===== src/rtl/sqwb_pkg.sv =====
package sqwb_pkg;
  // Lifecycle of one store queue slot.
  typedef enum logic [2:0] {
    SQ_FREE = 3'd0,
    SQ_PEND = 3'd1,
    SQ_ELIG = 3'd2,
    SQ_SENT = 3'd3,
    SQ_DONE = 3'd4
  } sq_state_e;
endpackage


===== src/rtl/sqwb_mark.sv =====
// Commit marking walk: oldest to youngest, stops at first young pending entry.
module sqwb_mark
  import sqwb_pkg::*;
#(
  parameter int DEPTH = 8,
  parameter int SEQ_W = 16,
  localparam int IDX_W = $clog2(DEPTH),
  localparam int PTR_W = IDX_W + 1
) (
  input  logic              commit_valid,
  input  logic [SEQ_W-1:0]  commit_seq,
  input  logic [PTR_W-1:0]  head,
  input  logic [PTR_W-1:0]  count,
  input  sq_state_e         st   [DEPTH],
  input  logic [SEQ_W-1:0]  seq  [DEPTH],
  output logic [DEPTH-1:0]  mark,
  output logic [PTR_W-1:0]  mark_cnt
);
  logic             stop;
  logic [IDX_W-1:0] idx;

  always_comb begin
    mark     = '0;
    mark_cnt = '0;
    stop     = !commit_valid;
    idx      = '0;
    for (int i = 0; i < DEPTH; i++) begin
      idx = head[IDX_W-1:0] + IDX_W'(i);
      if (!stop && PTR_W'(i) < count && st[idx] == SQ_PEND) begin
        if (seq[idx] > commit_seq) begin
          stop = 1'b1;
        end else begin
          mark[idx] = 1'b1;
          mark_cnt  = mark_cnt + 1'b1;
        end
      end
    end
  end
endmodule


===== src/rtl/sqwb_issue.sv =====
// Writeback walk: offers eligible stores within the port budget, handles retry.
module sqwb_issue
  import sqwb_pkg::*;
#(
  parameter int DEPTH  = 8,
  parameter int SIZE_W = 4,
  parameter int PORTS  = 1,
  localparam int IDX_W  = $clog2(DEPTH),
  localparam int PTR_W  = IDX_W + 1,
  localparam int USED_W = $clog2(PORTS + 1)
) (
  input  logic [PTR_W-1:0]           wb_ptr,
  input  logic [PTR_W-1:0]           tail_ptr,
  input  logic [PTR_W-1:0]           to_wb,
  input  logic                       blocked,
  input  logic                       retry,
  input  logic [IDX_W-1:0]           slot_tag,
  input  logic [PORTS-1:0]           req_ready,
  input  sq_state_e                  st   [DEPTH],
  input  logic [SIZE_W-1:0]          size [DEPTH],
  output logic [PORTS-1:0]           lane_valid,
  output logic [PORTS-1:0][IDX_W-1:0] lane_tag,
  output logic [DEPTH-1:0]           sent,
  output logic [DEPTH-1:0]           zs,
  output logic [PTR_W-1:0]           zs_cnt,
  output logic [PTR_W-1:0]           wb_step,
  output logic                       blk_set,
  output logic                       blk_clr,
  output logic [IDX_W-1:0]           new_slot
);
  logic              stop;
  logic [USED_W-1:0] used;
  logic [PTR_W-1:0]  rem;
  logic [PTR_W-1:0]  ptr;
  logic [IDX_W-1:0]  idx;

  always_comb begin
    lane_valid = '0;
    lane_tag   = '0;
    sent       = '0;
    zs         = '0;
    zs_cnt     = '0;
    wb_step    = '0;
    blk_set    = 1'b0;
    blk_clr    = 1'b0;
    new_slot   = '0;
    used       = '0;
    rem        = to_wb;
    stop       = blocked;
    ptr        = '0;
    idx        = '0;
    if (blocked && retry) begin
      lane_valid[0] = 1'b1;
      lane_tag[0]   = slot_tag;
      blk_clr       = req_ready[0];
    end
    for (int i = 0; i < DEPTH; i++) begin
      ptr = wb_ptr + PTR_W'(i);
      idx = ptr[IDX_W-1:0];
      if (!stop) begin
        if (ptr == tail_ptr || rem == '0 || st[idx] != SQ_ELIG ||
            used == USED_W'(PORTS)) begin
          stop = 1'b1;
        end else if (size[idx] == '0) begin
          zs[idx] = 1'b1;
          zs_cnt  = zs_cnt + 1'b1;
          rem     = rem - 1'b1;
          wb_step = wb_step + 1'b1;
        end else begin
          for (int l = 0; l < PORTS; l++) begin
            if (USED_W'(l) == used) begin
              lane_valid[l] = 1'b1;
              lane_tag[l]   = idx;
              if (!req_ready[l]) begin
                blk_set  = 1'b1;
                new_slot = idx;
                stop     = 1'b1;
              end
            end
          end
          sent[idx] = 1'b1;
          wb_step   = wb_step + 1'b1;
          used      = used + 1'b1;
        end
      end
    end
  end
endmodule


===== src/rtl/sqwb_retire.sv =====
// Head retirement over contiguous done entries and tail squash walk.
module sqwb_retire
  import sqwb_pkg::*;
#(
  parameter int DEPTH = 8,
  parameter int SEQ_W = 16,
  localparam int IDX_W = $clog2(DEPTH),
  localparam int PTR_W = IDX_W + 1
) (
  input  logic [PTR_W-1:0]  head,
  input  logic [PTR_W-1:0]  tail,
  input  logic [PTR_W-1:0]  count,
  input  logic [DEPTH-1:0]  done_view,
  input  logic              squash_valid,
  input  logic [SEQ_W-1:0]  squash_seq,
  input  sq_state_e         st  [DEPTH],
  input  logic [SEQ_W-1:0]  seq [DEPTH],
  output logic [DEPTH-1:0]  free,
  output logic [PTR_W-1:0]  hd_step,
  output logic [DEPTH-1:0]  kill,
  output logic [PTR_W-1:0]  sq_step
);
  logic             hstop, sstop;
  logic [IDX_W-1:0] hidx, sidx;

  always_comb begin
    free    = '0;
    hd_step = '0;
    kill    = '0;
    sq_step = '0;
    hstop   = 1'b0;
    sstop   = !squash_valid;
    hidx    = '0;
    sidx    = '0;
    for (int i = 0; i < DEPTH; i++) begin
      hidx = head[IDX_W-1:0] + IDX_W'(i);
      if (!hstop && PTR_W'(i) < count && done_view[hidx]) begin
        free[hidx] = 1'b1;
        hd_step    = hd_step + 1'b1;
      end else begin
        hstop = 1'b1;
      end
      sidx = tail[IDX_W-1:0] - IDX_W'(i + 1);
      if (!sstop && PTR_W'(i) < count && st[sidx] == SQ_PEND &&
          seq[sidx] > squash_seq) begin
        kill[sidx] = 1'b1;
        sq_step    = sq_step + 1'b1;
      end else begin
        sstop = 1'b1;
      end
    end
  end
endmodule


===== src/rtl/sqwb_engine.sv =====
// Store queue commit / writeback engine top. DEPTH must be a power of two.
module sqwb_engine
  import sqwb_pkg::*;
#(
  parameter int DEPTH  = 8,
  parameter int SEQ_W  = 16,
  parameter int ADDR_W = 32,
  parameter int DATA_W = 32,
  parameter int SIZE_W = 4,
  parameter int PORTS  = 1,
  localparam int IDX_W = $clog2(DEPTH),
  localparam int PTR_W = IDX_W + 1
) (
  input  logic                      clk,
  input  logic                      rst_n,
  input  logic                      alloc_valid,
  output logic                      alloc_ready,
  input  logic [SEQ_W-1:0]          alloc_seq,
  input  logic [ADDR_W-1:0]         alloc_addr,
  input  logic [DATA_W-1:0]         alloc_data,
  input  logic [SIZE_W-1:0]         alloc_size,
  input  logic                      commit_valid,
  input  logic [SEQ_W-1:0]          commit_seq,
  input  logic                      squash_valid,
  input  logic [SEQ_W-1:0]          squash_seq,
  output logic [PORTS-1:0]          req_valid,
  input  logic [PORTS-1:0]          req_ready,
  output logic [PORTS*IDX_W-1:0]    req_tag,
  output logic [PORTS*ADDR_W-1:0]   req_addr,
  output logic [PORTS*DATA_W-1:0]   req_data,
  output logic [PORTS*SIZE_W-1:0]   req_size,
  input  logic                      retry,
  input  logic                      cpl_valid,
  input  logic [IDX_W-1:0]          cpl_tag,
  output logic                      wb_blocked,
  output logic [PTR_W-1:0]          sq_count
);
  sq_state_e         ent_st   [DEPTH];
  logic [SEQ_W-1:0]  ent_seq  [DEPTH];
  logic [ADDR_W-1:0] ent_addr [DEPTH];
  logic [DATA_W-1:0] ent_data [DEPTH];
  logic [SIZE_W-1:0] ent_size [DEPTH];

  logic [PTR_W-1:0] head_q, tail_q, wb_q, to_wb_q, count;
  logic             blocked_q;
  logic [IDX_W-1:0] slot_q;

  logic [DEPTH-1:0] mark, sent, zs, free, kill, done_view;
  logic [PTR_W-1:0] mark_cnt, zs_cnt, wb_step, hd_step, sq_step;
  logic             blk_set, blk_clr, cpl_hit, alloc_fire;
  logic [IDX_W-1:0] new_slot;
  logic [PORTS-1:0][IDX_W-1:0] lane_tag;

  assign count       = tail_q - head_q;
  assign alloc_ready = (count != PTR_W'(DEPTH)) && !squash_valid;
  assign alloc_fire  = alloc_valid && alloc_ready;
  assign cpl_hit     = cpl_valid && ent_st[cpl_tag] == SQ_SENT &&
                       !(blocked_q && slot_q == cpl_tag);
  assign wb_blocked  = blocked_q;
  assign sq_count    = count;

  always_comb begin
    for (int j = 0; j < DEPTH; j++) begin
      done_view[j] = ent_st[j] == SQ_DONE || zs[j] ||
                     (cpl_hit && cpl_tag == IDX_W'(j));
    end
  end

  sqwb_mark #(.DEPTH(DEPTH), .SEQ_W(SEQ_W)) u_mark (
    .commit_valid(commit_valid), .commit_seq(commit_seq),
    .head(head_q), .count(count), .st(ent_st), .seq(ent_seq),
    .mark(mark), .mark_cnt(mark_cnt)
  );

  sqwb_issue #(.DEPTH(DEPTH), .SIZE_W(SIZE_W), .PORTS(PORTS)) u_issue (
    .wb_ptr(wb_q), .tail_ptr(tail_q), .to_wb(to_wb_q), .blocked(blocked_q),
    .retry(retry), .slot_tag(slot_q), .req_ready(req_ready),
    .st(ent_st), .size(ent_size), .lane_valid(req_valid), .lane_tag(lane_tag),
    .sent(sent), .zs(zs), .zs_cnt(zs_cnt), .wb_step(wb_step),
    .blk_set(blk_set), .blk_clr(blk_clr), .new_slot(new_slot)
  );

  sqwb_retire #(.DEPTH(DEPTH), .SEQ_W(SEQ_W)) u_retire (
    .head(head_q), .tail(tail_q), .count(count), .done_view(done_view),
    .squash_valid(squash_valid), .squash_seq(squash_seq),
    .st(ent_st), .seq(ent_seq), .free(free), .hd_step(hd_step),
    .kill(kill), .sq_step(sq_step)
  );

  // Request lanes read their payload from the tagged entry.
  for (genvar l = 0; l < PORTS; l++) begin : g_lane
    assign req_tag [l*IDX_W  +: IDX_W ] = lane_tag[l];
    assign req_addr[l*ADDR_W +: ADDR_W] = ent_addr[lane_tag[l]];
    assign req_data[l*DATA_W +: DATA_W] = ent_data[lane_tag[l]];
    assign req_size[l*SIZE_W +: SIZE_W] = ent_size[lane_tag[l]];
  end

  always_ff @(posedge clk) begin
    if (!rst_n) begin
      for (int j = 0; j < DEPTH; j++) ent_st[j] <= SQ_FREE;
    end else begin
      for (int j = 0; j < DEPTH; j++) begin
        if (free[j] || kill[j])                               ent_st[j] <= SQ_FREE;
        else if (zs[j] || (cpl_hit && cpl_tag == IDX_W'(j)))  ent_st[j] <= SQ_DONE;
        else if (sent[j])                                     ent_st[j] <= SQ_SENT;
        else if (mark[j])                                     ent_st[j] <= SQ_ELIG;
        else if (alloc_fire && tail_q[IDX_W-1:0] == IDX_W'(j)) ent_st[j] <= SQ_PEND;
      end
    end
  end

  always_ff @(posedge clk) begin
    for (int j = 0; j < DEPTH; j++) begin
      if (alloc_fire && tail_q[IDX_W-1:0] == IDX_W'(j)) begin
        ent_seq[j]  <= alloc_seq;
        ent_addr[j] <= alloc_addr;
        ent_data[j] <= alloc_data;
        ent_size[j] <= alloc_size;
      end
    end
  end

  always_ff @(posedge clk) begin
    if (!rst_n) begin
      head_q    <= '0;
      tail_q    <= '0;
      wb_q      <= '0;
      to_wb_q   <= '0;
      blocked_q <= 1'b0;
      slot_q    <= '0;
    end else begin
      head_q  <= head_q + hd_step;
      tail_q  <= tail_q - sq_step + PTR_W'(alloc_fire);
      wb_q    <= wb_q + wb_step;
      to_wb_q <= to_wb_q + mark_cnt - zs_cnt - PTR_W'(cpl_hit);
      if (blk_set) begin
        blocked_q <= 1'b1;
        slot_q    <= new_slot;
      end else if (blk_clr) begin
        blocked_q <= 1'b0;
      end
    end
  end
endmodule


===== config.mk =====
export PLATFORM = sky130hd
export DESIGN_NAME = sqwb_engine
export DESIGN_NICKNAME = d
export VERILOG_FILES = /design/src/rtl/sqwb_pkg.sv /design/src/rtl/sqwb_mark.sv /design/src/rtl/sqwb_issue.sv /design/src/rtl/sqwb_retire.sv /design/src/rtl/sqwb_engine.sv
export SDC_FILE = /design/constraint.sdc
export NUM_CORES = 2
export LEC_CHECK = 0
export ABC_AREA = 1
export BUFFER_PORTS_ARGS = -buffer_cell sky130_fd_sc_hd__buf_2
export CAP_MARGIN = 20
export CORE_MARGIN = 2
export CORE_UTILIZATION = 55
export DETAILED_ROUTE_END_ITERATION = 8
export HOLD_SLACK_MARGIN = 0.03
export PLACE_DENSITY_LB_ADDON = 0.15
export SYNTH_ARGS = -nofsm -noshare
export SYNTH_HDL_FRONTEND = slang
export SYNTH_SLANG_ARGS = --single-unit

===== constraint.sdc =====
create_clock -name clk -period 15.4 [get_ports clk]
set_clock_uncertainty 0.2 [all_clocks]
set_input_delay 1.54 -clock clk [delete_from_list [all_inputs] [get_ports clk]]
set_output_delay 1.54 -clock clk [all_outputs]
set_load 0.005 [all_outputs]

# [Word-level counts from Yosys, hierarchy flattened]
# Memories as Yosys holds them, arrays and structs flattened.
# Cells that the tools add are included.
[classes] eq_ne=57 bitwise_logic=62 n_mux=697 n_addsub=77 magnitude_cmp=98 n_reduce_logical=244
[op_table] operator="$bmux 16 s3" count=16
[op_table] operator="$mux 8" count=80
[op_table] operator="$mux 16" count=32
[op_table] operator="$mux 3" count=167
[op_table] operator="$mux 32" count=14
[op_table] operator="$reduce_or 32->1" count=14
[op_table] operator="$mux 4" count=104
[op_table] operator="$or 8x8->8" count=35
[op_table] operator="$gt 16x16->1" count=16
[op_table] operator="$bmux 3 s3" count=25
[op_table] operator="$mux 1" count=218
[op_table] operator="$add 4x1->4 const B" count=36
[op_table] operator="$bmux 4 s3" count=9
[op_table] operator="$ge 4x4->1 const B" count=26
[op_table] operator="$not 3->4" count=26
[op_table] operator="$logic_and 1x1->1" count=101
[op_table] operator="$lt 3x4->1 const B" count=24
[op_table] operator="$demux 1 s3" count=24
[op_table] operator="$ge 3x1->1 const B" count=24
[op_table] operator="$logic_not 4->1" count=16
[op_table] operator="$logic_or 1x1->1" count=55
[op_table] operator="$eq 3x1->1 const B" count=18
[op_table] operator="$eq 3x3->1 const B" count=16
[op_table] operator="$eq 4x4->1" count=8
[op_table] operator="30 further kinds" count=131
[word_totals] out_inout_bits=78 memories=2 ramBits=512 register_bits=204 input_bits=127 elab_cells=1275
[memory_table] memory="ent_addr" depth=8 width=32 rd=1 rd_ports_with_merged_regs=0 write_ports=1 line="sqwb_engine.sv:40" source="logic [ADDR_W-1:0] ent_addr [DEPTH];"
[memory_table] memory="ent_data" depth=8 width=32 rd=1 rd_ports_with_merged_regs=0 write_ports=1 line="sqwb_engine.sv:41" source="logic [DATA_W-1:0] ent_data [DEPTH];"

# [Depth between registers and ports, before layout]
[logic_depth] ltp_word=84 ltp_mapped=101 ltp_nobuf=98

# [Hierarchy]
# Synthesis repeated with hierarchy kept, for this count alone.
[unflattened] cells_unflattened=6984 hier_area_um2=52943.3
[by_module_without_submodules] module="sqwb_engine" seq_area_each_um2=21060.2 area_per_inst_um2=27722.8 cells_per_inst=2108 n_inst=1
[by_module_without_submodules] module="sqwb_retire" seq_area_each_um2=0.0 area_per_inst_um2=10820.4 cells_per_inst=2134 n_inst=1
[by_module_without_submodules] module="sqwb_mark" seq_area_each_um2=0.0 area_per_inst_um2=9098.7 cells_per_inst=1757 n_inst=1
[by_module_without_submodules] module="sqwb_issue" seq_area_each_um2=0.0 area_per_inst_um2=5301.3 cells_per_inst=985 n_inst=1

# [Worst setup path before layout]
# No wires, ideal clock.
[synth_timing] path_kind="flip-flop to flip-flop" startpoint="register wb_q[0]" endpoint="register head_q[3]" path_slack_ns=3.291 synth_period_minus_slack_ns=12.109 t_arrival_ns=11.796 setup_ns=0.113 n_path_buf=10 t_required_ns=15.087 stages_incl_launch_ff=98 cell_sequence="dfxtp_1 -> inv_2 -> buf_4 -> buf_4 -> buf_6 -> clkbuf_1 -> ha_1 -> buf_6 -> inv_1 -> buf_6 -> buf_2 -> nand2_1 -> o21ai_2 -> mux2i_1 -> nor3_4 -> nand2_4 -> inv_2 -> nand2_2 -> (+62 left out) -> inv_1 -> ha_1 -> nand2_1 -> nand2_2 -> inv_1 -> o21ai_0 -> nand2_1 -> inv_1 -> ha_1 -> nor2_1 -> a21oi_1 -> ha_1 -> a21o_1 -> a21oi_1 -> nand3b_1 -> nand2_1 -> nor2_1 -> nor2_1"
[synth_via] elab_chain_cells=83 elab_cells_between_ends=345 classes_between="add/sub: 27; order compare: 16; eq/ne: 16; mux: 188; bitwise: 15; reduce/logical: 83"
[synth_rtl] item="start, declared" line="sqwb_engine.sv:44" source="logic [PTR_W-1:0] head_q, tail_q, wb_q, to_wb_q, count;"
[synth_rtl] item="start signal, assigned" line="sqwb_engine.sv:134" source="wb_q <= wb_q + wb_step;"
[synth_rtl] item="branches (longest 49 deep; another with $sub 4x1->4)"
[synth_rtl] item="$mux 8 (*)" line="sqwb_issue.sv:60" source="if (!stop) begin"
[synth_rtl] item="branches (longest 31 deep; another with $add 4x1->4)"
[synth_rtl] item="$mux 4 (*)" line="sqwb_retire.sv:37" source="if (!hstop && PTR_W'(i) < count && done_view[hidx]) begin"
[synth_rtl] item="$add 4x4->4 (*)" line="sqwb_engine.sv:132" source="head_q <= head_q + hd_step;"
[synth_rtl] item="end signal, assigned" line="sqwb_engine.sv:132"
[synth_rtl] item="end, declared" line="sqwb_engine.sv:44"
# Every way passes the cells marked *. The select of a mux whose other input is x is not followed.
# A chain may end at the register's enable or synchronous reset.

# [Final worst setup path]
[layout_timing] startpoint="register wb_q[0]" endpoint="output port req_addr[0]"
[layout_via] elab_chain_cells=51 elab_cells_between_ends=230 classes_between="add/sub: 19; eq/ne: 16; mux: 148; bitwise: 8; reduce/logical: 38; memory: 1"
[layout_rtl] item="branches (longest 49 deep; another with $sub 4x1->4)"
[layout_rtl] item="$mux 3 (*)" line="sqwb_issue.sv:60"
[layout_rtl] item="$mem_v2 8x32 (*)"
[layout_rtl] item="end, declared" line="sqwb_engine.sv:29" source="output logic [PORTS*ADDR_W-1:0] req_addr,"
# Marks and branches as above.

==> qor.yml <==
vias: 46500
ys_types: 79
crit_path_max_fanout: 130
place_congestion: 1.02
hp-class: "flop to flop"
finalCritPeriodShare_pct: 93.1
synthCells: 6309
min_period_ns: 14.33
synth_mux_area_share_pct: 4.70
core_sq_um: 93300
tns_ns: 0
grt_pass1_vias: 42000
drtPass1Iterations: 9
setup-violations-final: 0
synth_enable_flop_cells: 672
grt_max_degree: 205
p_per_area_nw_per_um2: 114
drv_cap: 0
syn_to_final_growth_pct: 8.45
drc_errors: 1
placement.io_buffers: 204
synth_seq_cells: 716
syn_area_per_cell_sq_um: 8.21
synth_area_sq_um: 51800
grt_setup_unrepaired: "false"
htreeDepth: 3
ys_seq_area_share_pct: 40.7
crit_required_ns: 13.66
cpMaxStageDelayCell: "nor2_1"
grt_pass1_wl_um: 251000
synth_top_family_by_area: "compound AO/OA/AOI/OAI gates"
drt_iter0_markers: 5633
sequentialPowerShare_pct: 35.8
antenna_found_initial: 20
synthArstFlopShare_pct: 0
hold_viol: 0
wire_per_inst_um: 21.8
die_h_um: 311
clkPwrFrac_pct: 29.6
synth_fa_ha_area_share_pct: 8.55
grt_usage_pct: 33.5
power_mw: 6.40
cts_root_buffer: "clkbuf_16"
ir_drop_mv: 0.127
p_switching_mw: 2.35
cts_tree: "yes"
pwr-share-comb_pct: 34.6
rows: 112
yosys_warnings: 0
clock-sinks: 716
synth_most_common_cell: "nand2_1"
clock_latency_ns: 0.67
nets: 6822
fp.dieW_um: 311
swShare_pct: 36.7
startpoint_type: "flop"
p_int_mw: 4.05
crit_type: "flop to primary output"
arrival_ns: 12.59
ioPinCount: 205
postCtsHoldBufs: 0
drive_gt1_share_pct: 8.65
ant_nets: 0
finalNonFillerCells: 7669
worst_slew_pin_slew_ns: 1.25
max_freq_mhz: 69.8
initial_core_util_pct: 55.5
gr-total-overflow: 0
synth_nets: 6785
dieArea_sq_um: 96600
clkTransAtPathRegs_ns: 0.06
cts.path.max_buffers: 3
synthFlopType: "edfxtp_1"
slew_violations: 0
violations: "DRC"
leakage_nw: 23.4
synth_simple_gate_area_share_pct: 18.3
synth_xor_area_share_pct: 1.16
dp.cells: 7517
synth_top_area_share_pct: 39.0
crit_top_cell: "nand2_1"
status: "complete, but fails checks"
synth_top_cells_by_area: "edfxtp_1, o21ai_0, nand2_1"
critPathCaptureType: "primary output"
slowest_delay_ns: 0.79
dp_hpwl_um: 118000
synth_compound_area_share_pct: 18.4
numCtsBuffers: 78
viasPerCell: 6.06
synth_top_area_cell: "edfxtp_1"
max_slew_margin_pct: 16.1
synthTopCellsByCount: "nand2_1, o21ai_0, edfxtp_1"
drt-total-wl_um: 167000
-- layer usage --
metal	vias to the layer above	GRT usage (%)	part of all wire (%)
met5	-	0	0.089
met4	24	8.83	2.5
met3	313	9.92	12
met2	2151	48.8	42
met1	21900	48.4	43
li1	22100	-	-
-- critical path: cells and delay by family, from the launching register on --
family	cells	cell delay [ns]
fa+ha+maj	5	1.07
flops	1	0.74
xor+xnor	1	0.26
buf+inv	12	2.42
simple gates	41	6.57
compound gates	5	0.76
-- flip-flops by register name (all words and copies together), names as in the netlist --
name	cells
ent_size	32
to_wb_q	4
wb_q	4
ent_st	24
ent_data	256
tail_q	4
head_q	4
ent_addr	256
slot_q	3
wb_blocked	1
ent_seq	128
-- power by group through the flow --
stage	Combinational (mW)	Sequential [mW]	Clock [mW]
5_1_grt	2.46	2.30	1.99
3_5_place_dp	2.15	2.33	0
6_report	2.22	2.29	1.89
2_1_floorplan	1.48	2.32	0
4_1_cts	2.15	2.29	1.92
3_3_place_gp	2.10	2.33	0
-- final cells by class --
type / count / area [sq um]
multi-input combinational: 4567 / 26600
timing repair buffer: 284 / 1680
inverter: 699 / 2640
antenna: 8 / 20.0
clock inverter: 51 / 603
fill: 8362 / 37200
sequential: 716 / 21100
tap: 1254 / 1570
clock buffer: 90 / 2000
-- metrics by stage --
step	instance area, sq um	setup WS [ns]	util (%)	hold WS, ns
3_3_place_gp	53500	1.54	57.3	0.311
4_1_cts	56100	0.803	60.1	0.319
3_5_place_dp	53500	1.10	57.3	0.308
6_report	56200	1.07	60.2	0.325
5_1_grt	56100	0.0135	60.2	0.345
2_1_floorplan	51800	3.29	-	0.272
-- logic make-up after synthesis --
logic type	Yosys count
xor gates and xnor gates	68
buffers and inverters	1026
and+or+nand+nor	2222
DFF	716
muxes	243
adders and majority gates	349
AOI/OAI and AO/OA	1685
-- cells in the final DEF, fill, tap and decap left out, types with 37 or more instances in the layout --
cell       instances
edfxtp_1         672
ha_1             339
xor2_1            48
o22ai_1          101
nor2_1           574
a31oi_1           82
nand3_1          183
buf_2            204
nand4_1           88
o21bai_1          74
buf_4             72
mux2i_1          243
inv_1            663
a21oi_1          236
o21ai_0          955
dfxtp_1           38
o211ai_1          37
clkbuf_16         78
nand2_1         1164
nor3_1            77
-- worst paths after layout --
path                   from     endpoint  slack (ns)  cells after the start
setup / recovery    wb_q[0]  req_addr[0]        1.07                     64
hold reg to reg   slot_q[1]    slot_q[1]        0.32                      2
setup reg to reg    wb_q[0]    head_q[3]        1.26                     93
hold / removal    slot_q[1]    slot_q[1]        0.32                      2
-- what timing repair did --
| action | 4_1_cts | 5_1_grt |
|---|---|---|
| resized for setup | 0 | 1 |
| hold endpoints to repair | 0 | 0 |
| buffers inserted | 0 | 1 |
| endpoints found under the setup margin | 0 | 40 |
Power figures use the tool's default switching activity.
